File: src/rtl/stsmon_pkg.sv
package stsmon_pkg;
  localparam int NUM_COND = 3;
  localparam int UV_IDX   = 0;
  localparam int OT_IDX   = 1;
  localparam int OSC_IDX  = 2;
endpackage

File: src/rtl/hyst_level_monitor.sv
module hyst_level_monitor #(
  parameter int CODE_W   = 10,
  parameter bit TRIP_LOW = 1'b1   // 1: trips when code falls below set threshold
) (
  input  logic              clk,
  input  logic              rst_n,
  input  logic              active_i,
  input  logic [CODE_W-1:0] code_i,
  input  logic [CODE_W-1:0] set_thr_i,
  input  logic [CODE_W-1:0] clr_thr_i,
  output logic              status_o,
  output logic              status_next_o
);
  logic trip, release_c, status_q, status_d;

  generate
    if (TRIP_LOW) begin : g_low
      assign trip      = (code_i < set_thr_i);
      assign release_c = (code_i > clr_thr_i);
    end else begin : g_high
      assign trip      = (code_i > set_thr_i);
      assign release_c = (code_i < clr_thr_i);
    end
  endgenerate

  always_comb begin
    status_d = status_q;
    if (active_i) begin
      if (!status_q && trip)          status_d = 1'b1;
      else if (status_q && release_c) status_d = 1'b0;
    end
  end

  always_ff @(posedge clk or negedge rst_n) begin
    if (!rst_n) status_q <= 1'b0;
    else        status_q <= status_d;
  end

  assign status_o      = status_q;
  assign status_next_o = status_d;

  // a trip while active and clear must set the status
  assert_trip_sets_R1_R2: assert property (@(posedge clk) disable iff (!rst_n)
    ($past(active_i) && !$past(status_q) && $past(trip)) |-> status_q);
  // without a release the set status stays set
  assert_hold_set_R1_R2: assert property (@(posedge clk) disable iff (!rst_n)
    ($past(status_q) && !$past(release_c)) |-> status_q);
  // no movement while inactive
  assert_hold_inactive_R5: assert property (@(posedge clk) disable iff (!rst_n)
    !$past(active_i) |-> (status_q == $past(status_q)));
endmodule

File: src/rtl/cond_event_flag.sv
module cond_event_flag (
  input  logic clk,
  input  logic rst_n,
  input  logic change_i,
  input  logic clr_i,
  input  logic en_we_i,
  input  logic en_bit_i,
  output logic flag_o,
  output logic en_o,
  output logic req_next_o
);
  logic flag_q, flag_d, en_q, en_d;

  always_comb begin
    flag_d = (flag_q & ~clr_i) | change_i;   // new event wins over clear
    en_d   = en_we_i ? en_bit_i : en_q;
  end

  always_ff @(posedge clk or negedge rst_n) begin
    if (!rst_n) begin
      flag_q <= 1'b0;
      en_q   <= 1'b0;
    end else begin
      flag_q <= flag_d;
      en_q   <= en_d;
    end
  end

  assign flag_o     = flag_q;
  assign en_o       = en_q;
  assign req_next_o = flag_d & en_d;

  // sticky unless cleared
  assert_sticky_R7: assert property (@(posedge clk) disable iff (!rst_n)
    ($past(flag_q) && !$past(clr_i)) |-> flag_q);
  // event beats clear
  assert_event_wins_R7: assert property (@(posedge clk) disable iff (!rst_n)
    ($past(change_i) && $past(clr_i)) |-> flag_q);
endmodule

File: src/rtl/status_irq_monitor.sv
module status_irq_monitor
  import stsmon_pkg::*;
#(
  parameter int CODE_W = 10
) (
  input  logic              clk,
  input  logic              rst_n,
  input  logic              full_perf_i,
  input  logic [CODE_W-1:0] vsup_code_i,
  input  logic [CODE_W-1:0] uv_set_thr_i,
  input  logic [CODE_W-1:0] uv_clr_thr_i,
  input  logic [CODE_W-1:0] temp_code_i,
  input  logic [CODE_W-1:0] ot_set_thr_i,
  input  logic [CODE_W-1:0] ot_clr_thr_i,
  input  logic              osc_ok_i,
  input  logic              osc_en_i,
  input  logic              pll_lock_i,
  input  logic              stop_i,
  input  logic              clr_we_i,
  input  logic [2:0]        clr_mask_i,
  input  logic              en_we_i,
  input  logic [2:0]        en_data_i,
  output logic [2:0]        status_o,
  output logic [2:0]        flag_o,
  output logic              irq_o
);
  logic [NUM_COND-1:0] st_q, st_d, change, en_q, req_next;
  logic osc_q, osc_d, irq_q, irq_d;

  hyst_level_monitor #(.CODE_W(CODE_W), .TRIP_LOW(1'b1)) i_uv_mon (
    .clk(clk), .rst_n(rst_n), .active_i(full_perf_i),
    .code_i(vsup_code_i), .set_thr_i(uv_set_thr_i), .clr_thr_i(uv_clr_thr_i),
    .status_o(st_q[UV_IDX]), .status_next_o(st_d[UV_IDX]));

  hyst_level_monitor #(.CODE_W(CODE_W), .TRIP_LOW(1'b0)) i_ot_mon (
    .clk(clk), .rst_n(rst_n), .active_i(full_perf_i),
    .code_i(temp_code_i), .set_thr_i(ot_set_thr_i), .clr_thr_i(ot_clr_thr_i),
    .status_o(st_q[OT_IDX]), .status_next_o(st_d[OT_IDX]));

  // oscillator qualification, evaluated in every mode
  always_comb osc_d = osc_ok_i & osc_en_i & pll_lock_i & ~stop_i;

  always_ff @(posedge clk or negedge rst_n) begin
    if (!rst_n) osc_q <= 1'b0;
    else        osc_q <= osc_d;
  end

  assign st_q[OSC_IDX] = osc_q;
  assign st_d[OSC_IDX] = osc_d;

  always_comb change = st_d ^ st_q;

  for (genvar c = 0; c < NUM_COND; c++) begin : g_cond
    cond_event_flag i_flag (
      .clk(clk), .rst_n(rst_n),
      .change_i(change[c]), .clr_i(clr_we_i & clr_mask_i[c]),
      .en_we_i(en_we_i), .en_bit_i(en_data_i[c]),
      .flag_o(flag_o[c]), .en_o(en_q[c]), .req_next_o(req_next[c]));

    // a status transition leaves its flag set
    assert_change_flags_R3: assert property (@(posedge clk) disable iff (!rst_n)
      (st_q[c] != $past(st_q[c])) |-> flag_o[c]);
  end

  always_comb irq_d = |req_next;

  always_ff @(posedge clk or negedge rst_n) begin
    if (!rst_n) irq_q <= 1'b0;
    else        irq_q <= irq_d;
  end

  assign status_o = st_q;
  assign irq_o    = irq_q;

  // request only with an enabled flag
  assert_irq_gated_R4: assert property (@(posedge clk) disable iff (!rst_n)
    irq_o |-> |(flag_o & en_q));
  // an enabled flag always requests
  assert_irq_present_R4: assert property (@(posedge clk) disable iff (!rst_n)
    (|(flag_o & en_q)) |-> irq_o);
  // forcing conditions clear oscillator status
  assert_osc_forced_R6: assert property (@(posedge clk) disable iff (!rst_n)
    $past(stop_i || !osc_en_i || !pll_lock_i) |-> !status_o[OSC_IDX]);
endmodule

File: config.mk
export PLATFORM = sky130hd
export DESIGN_NAME = status_irq_monitor
export DESIGN_NICKNAME = d
export VERILOG_FILES = /design/src/rtl/stsmon_pkg.sv /design/src/rtl/hyst_level_monitor.sv /design/src/rtl/cond_event_flag.sv /design/src/rtl/status_irq_monitor.sv
export SDC_FILE = /design/constraint.sdc
export NUM_CORES = 1
export LEC_CHECK = 0
export BUFFER_PORTS_ARGS = -buffer_cell sky130_fd_sc_hd__buf_2
export CORE_AREA = 2 2 63 65
export CTS_BUF_LIST = sky130_fd_sc_hd__clkbuf_8
export CTS_CLUSTER_SIZE = 28
export DETAILED_ROUTE_END_ITERATION = 10
export DIE_AREA = 0 0 65 67
export GPL_TIMING_DRIVEN = 0
export PLACE_DENSITY = 0.75
export SLEW_MARGIN = 20
export SYNTH_ARGS = -nofsm -noshare
export SYNTH_HDL_FRONTEND = slang
export SYNTH_SLANG_ARGS = --single-unit
File: constraint.sdc
create_clock -name clk -period 1.1 [get_ports clk]
set_input_delay 0.165 -clock clk [delete_from_list [all_inputs] [get_ports clk]]
set_output_delay 0.165 -clock clk [all_outputs]
set_load 0.02 [all_outputs]
==> flow_metrics.env <==
export IMPL_rows=22
export IMPL_clk_path_buf_depth=2
export IMPL_cts_made_buffers=3
export IMPL_nets=379
export IMPL_status="complete, but fails checks"
export IMPL_grt_pass1_vias=1485
export IMPL_port_buffers=81
export IMPL_core_um2=3606
export IMPL_worst_slack_ps=-395.3
export IMPL_fp_dieArea_um2=4355
export IMPL_slowest_delay_ps=400
export IMPL_dp_hpwl_mm=2.840
export IMPL_fin_crit_sh_pct=135.9
export IMPL_grt_use_total_pct=16.37
export IMPL_crit_required_ps=1260
export IMPL_crit_chain="buf_2, ha_2, a211o_1, a21oi_2, o21ai_1, a2111o_1, a2bb2oi_2, o221ai_2"
export IMPL_area_delta_synth_final_pct=77.34
export IMPL_synth_simple_area_share_pct=9.974
export IMPL_synthXorXnorAreaFrac_pct=0.6124
export IMPL_ant_nets=0
export IMPL_holdWs_ps=184.9
export IMPL_synth_mux_area_share_pct=2.275
export IMPL_antenna_found_initial=0
export IMPL_synth_top_cell_area_share_pct=33.25
export IMPL_grt_overflow=0
export IMPL_worstSetupPathType="primary input to flop"
export IMPL_cts_clk_slew_worst_paths_ps=50
export IMPL_regArea_um2=251.5
export IMPL_drt_iter0_markers=47
export IMPL_yosysUniqueCellTypes=34
export IMPL_worst_path_max_delay_cell="a2111o_1"
export IMPL_synth_avg_cell_area_um2=8.315
export IMPL_hp_class="primary input to flop"
export IMPL_multi_input_area_um2=1330
export IMPL_cts_root_buf="clkbuf_8"
export IMPL_vias=1532
export IMPL_ios=82
export IMPL_critical_path_top_delay_family="compound AO/OA/AOI/OAI gates"
export IMPL_synth_top_family_by_area="adder cells"
export IMPL_setup_viol=5
export IMPL_wl_mm=3.947
export IMPL_fin_crit_ps=1495
export IMPL_seq_area_frac_synth_pct=17.50
export IMPL_cap_violations=0
export IMPL_final_cell_mix="buf_2 (63), inv_1 (36), ha_1 (18), ha_4 (17), buf_4 (14)"
export IMPL_place_gp_congestion=0.7357
export IMPL_synth_adder_area_share_pct=33.25
export IMPL_ff2ff_setup_slack_ps=-20
export IMPL_clkLatencyLatePin_ps=240
export IMPL_startpoint_type="primary input"
export IMPL_synth_compound_area_share_pct=20.65
export IMPL_fmaxAchievable_mhz=668.8
export IMPL_wire_per_inst_um=12.65
export IMPL_cts_htree_levels=1
export IMPL_start_util_pct=39.66
export IMPL_relSlewSlack_pct=79.10
export IMPL_syn_nets=285
export IMPL_grt_pass1_wl_mm=5.664
export IMPL_failed_checks="setup timing"
export IMPL_synth_area_top_cells="ha_1 (33%), dfrtp_1 (17%), inv_1 (13%), a211oi_1 (3.1%), buf_4 (3.1%)"
export IMPL_rsz0062_at_grt="true"
export IMPL_mostFrequentLayoutCell="buf_2"
export IMPL_layout_drive_gt1_share_pct=59.09
export IMPL_skew_ps=2.355
export IMPL_grt_max_degree=11
export IMPL_slew_viol_final=0
export IMPL_peakVddDrop_v=0.0007216
export IMPL_yosys_warnings=0
export IMPL_worst_slew_pin_slew_ps=313.5
export IMPL_hold_viol=0
export IMPL_cp_arrival_ps=1650
export IMPL_routed_via_density=4.910
export IMPL_fillers=295
export IMPL_die_width_um=65
export IMPL_tritoncts="built"
export IMPL_die_y_um=67
export IMPL_synth_seq_cells=10
export IMPL_power_density_nw_per_um2=804.3
export IMPL_numClockSinks=10
export IMPL_end_kind="flop"
export IMPL_power_leakage_uw=0.001299
export IMPL_worstPathMaxFanout=2
export IMPL_netlist_instances=172
export IMPL_num_antenna_cells=0
export IMPL_path_buf_inv=1
export IMPL_synth_area_um2=1430
export IMPL_yosys_area_top_type="ha_1"
export IMPL_firstDrtPassIters=4
export IMPL_drc=0
export IMPL_final_core_util_pct=70.33
[cell usage after synthesis (all sizes together)]
master	n
o21a	2
a211oi	7
a22oi	1
xor2	1
ha	38
mux2i	1
buf	6
a21o	1
dfrtp	10
nor4	1
and4	2
a21oi	9
a2bb2oi	1
o311ai	1
a2111o	1
a21boi	1
nor3	1
nand2	6
o221ai	1
a2111oi	3
a211o	2
o21bai	1
nand2b	4
mux2	2
nor2	5
inv	48
o21ai	9
nand4	6
and4b	1
[cell families (layout without fill, tap and decap cells)]
kind of cell,after synthesis,after routing
AO/OA/AOI/OAI,40,40
XOR/XNOR,1,1
adder cells (fa/ha/maj),38,38
buffers and inverters,54,146
flip-flops,10,10
multiplexers,3,3
AND/OR/NAND/NOR,26,26
[state kept, by name, summed over array words and instances, names as in the netlist]
register              count
irq_o                     1
i_uv_mon.status_o         1
i_ot_mon.status_o         1
osc_q                     1
g_cond.i_flag.en_o        3
g_cond.i_flag.flag_o      3
[report_power, final]
group / leakage (uW) / internal [uW] / switching, uW
registers: 0.000118 / 445 / 51.1
logic: 0.00116 / 631 / 535
clock network: 0.0000216 / 239 / 138
[metal layers]
metal / vias to the layer above / wire (um) / track usage, %
li1: 775 / - / -
met2: 50 / 2177 / 32.60
met5: - / 0 / 0
met1: 704 / 1553 / 17.93
met4: 0 / 27 / 4.521
met3: 3 / 188 / 2.027
[metrics by stage]
stage	worst slack, ps	area (um^2)	power (uW)	TNS (ps)	cells
5_1_grt	-471.4	2536	2192	-1968	312
4_1_cts	-441.1	2305	1894	-1754	311
3_5_place_dp	-845.1	1987	1357	-3645	301
2_1_floorplan	-519.6	1521	1045	-2092	172
3_3_place_gp	-844.4	1987	1341	-3623	301
6_report	-395.3	2536	2040	-1575	312
[layout make-up]
cell class              instances  area share (%)
clock buffers                   3           1.628
multi-input cells             108           52.44
repair buffers                 89           23.34
inverters                      48           8.387
well taps                      48           2.368
flip-flops and latches         10           9.916
plain buffers                   6           1.924
[worst paths after layout]
path | cells past startpoint | endpoint | startpoint
max | 8 | irq_o | vsup_code_i[2]
min | 2 | g_cond[2].i_flag.en_o | en_data_i[2]
max reg2reg | 4 | irq_o | osc_q
min reg2reg | 1 | g_cond[2].i_flag.en_o | g_cond[2].i_flag.en_o
max in group asynchronous | 2 | i_ot_mon.status_o | rst_n
min in group asynchronous | 2 | g_cond[2].i_flag.en_o | rst_n
[what timing repair did]
action	4_1_cts	5_1_grt
hold buffers	1	0
resized for setup	41	52
setup endpoints to repair	7	6
hold endpoints to repair	10	0
setup buffers	6	1
pin swaps	21	15
No activity file was read; power rests on OpenSTA's default activity.
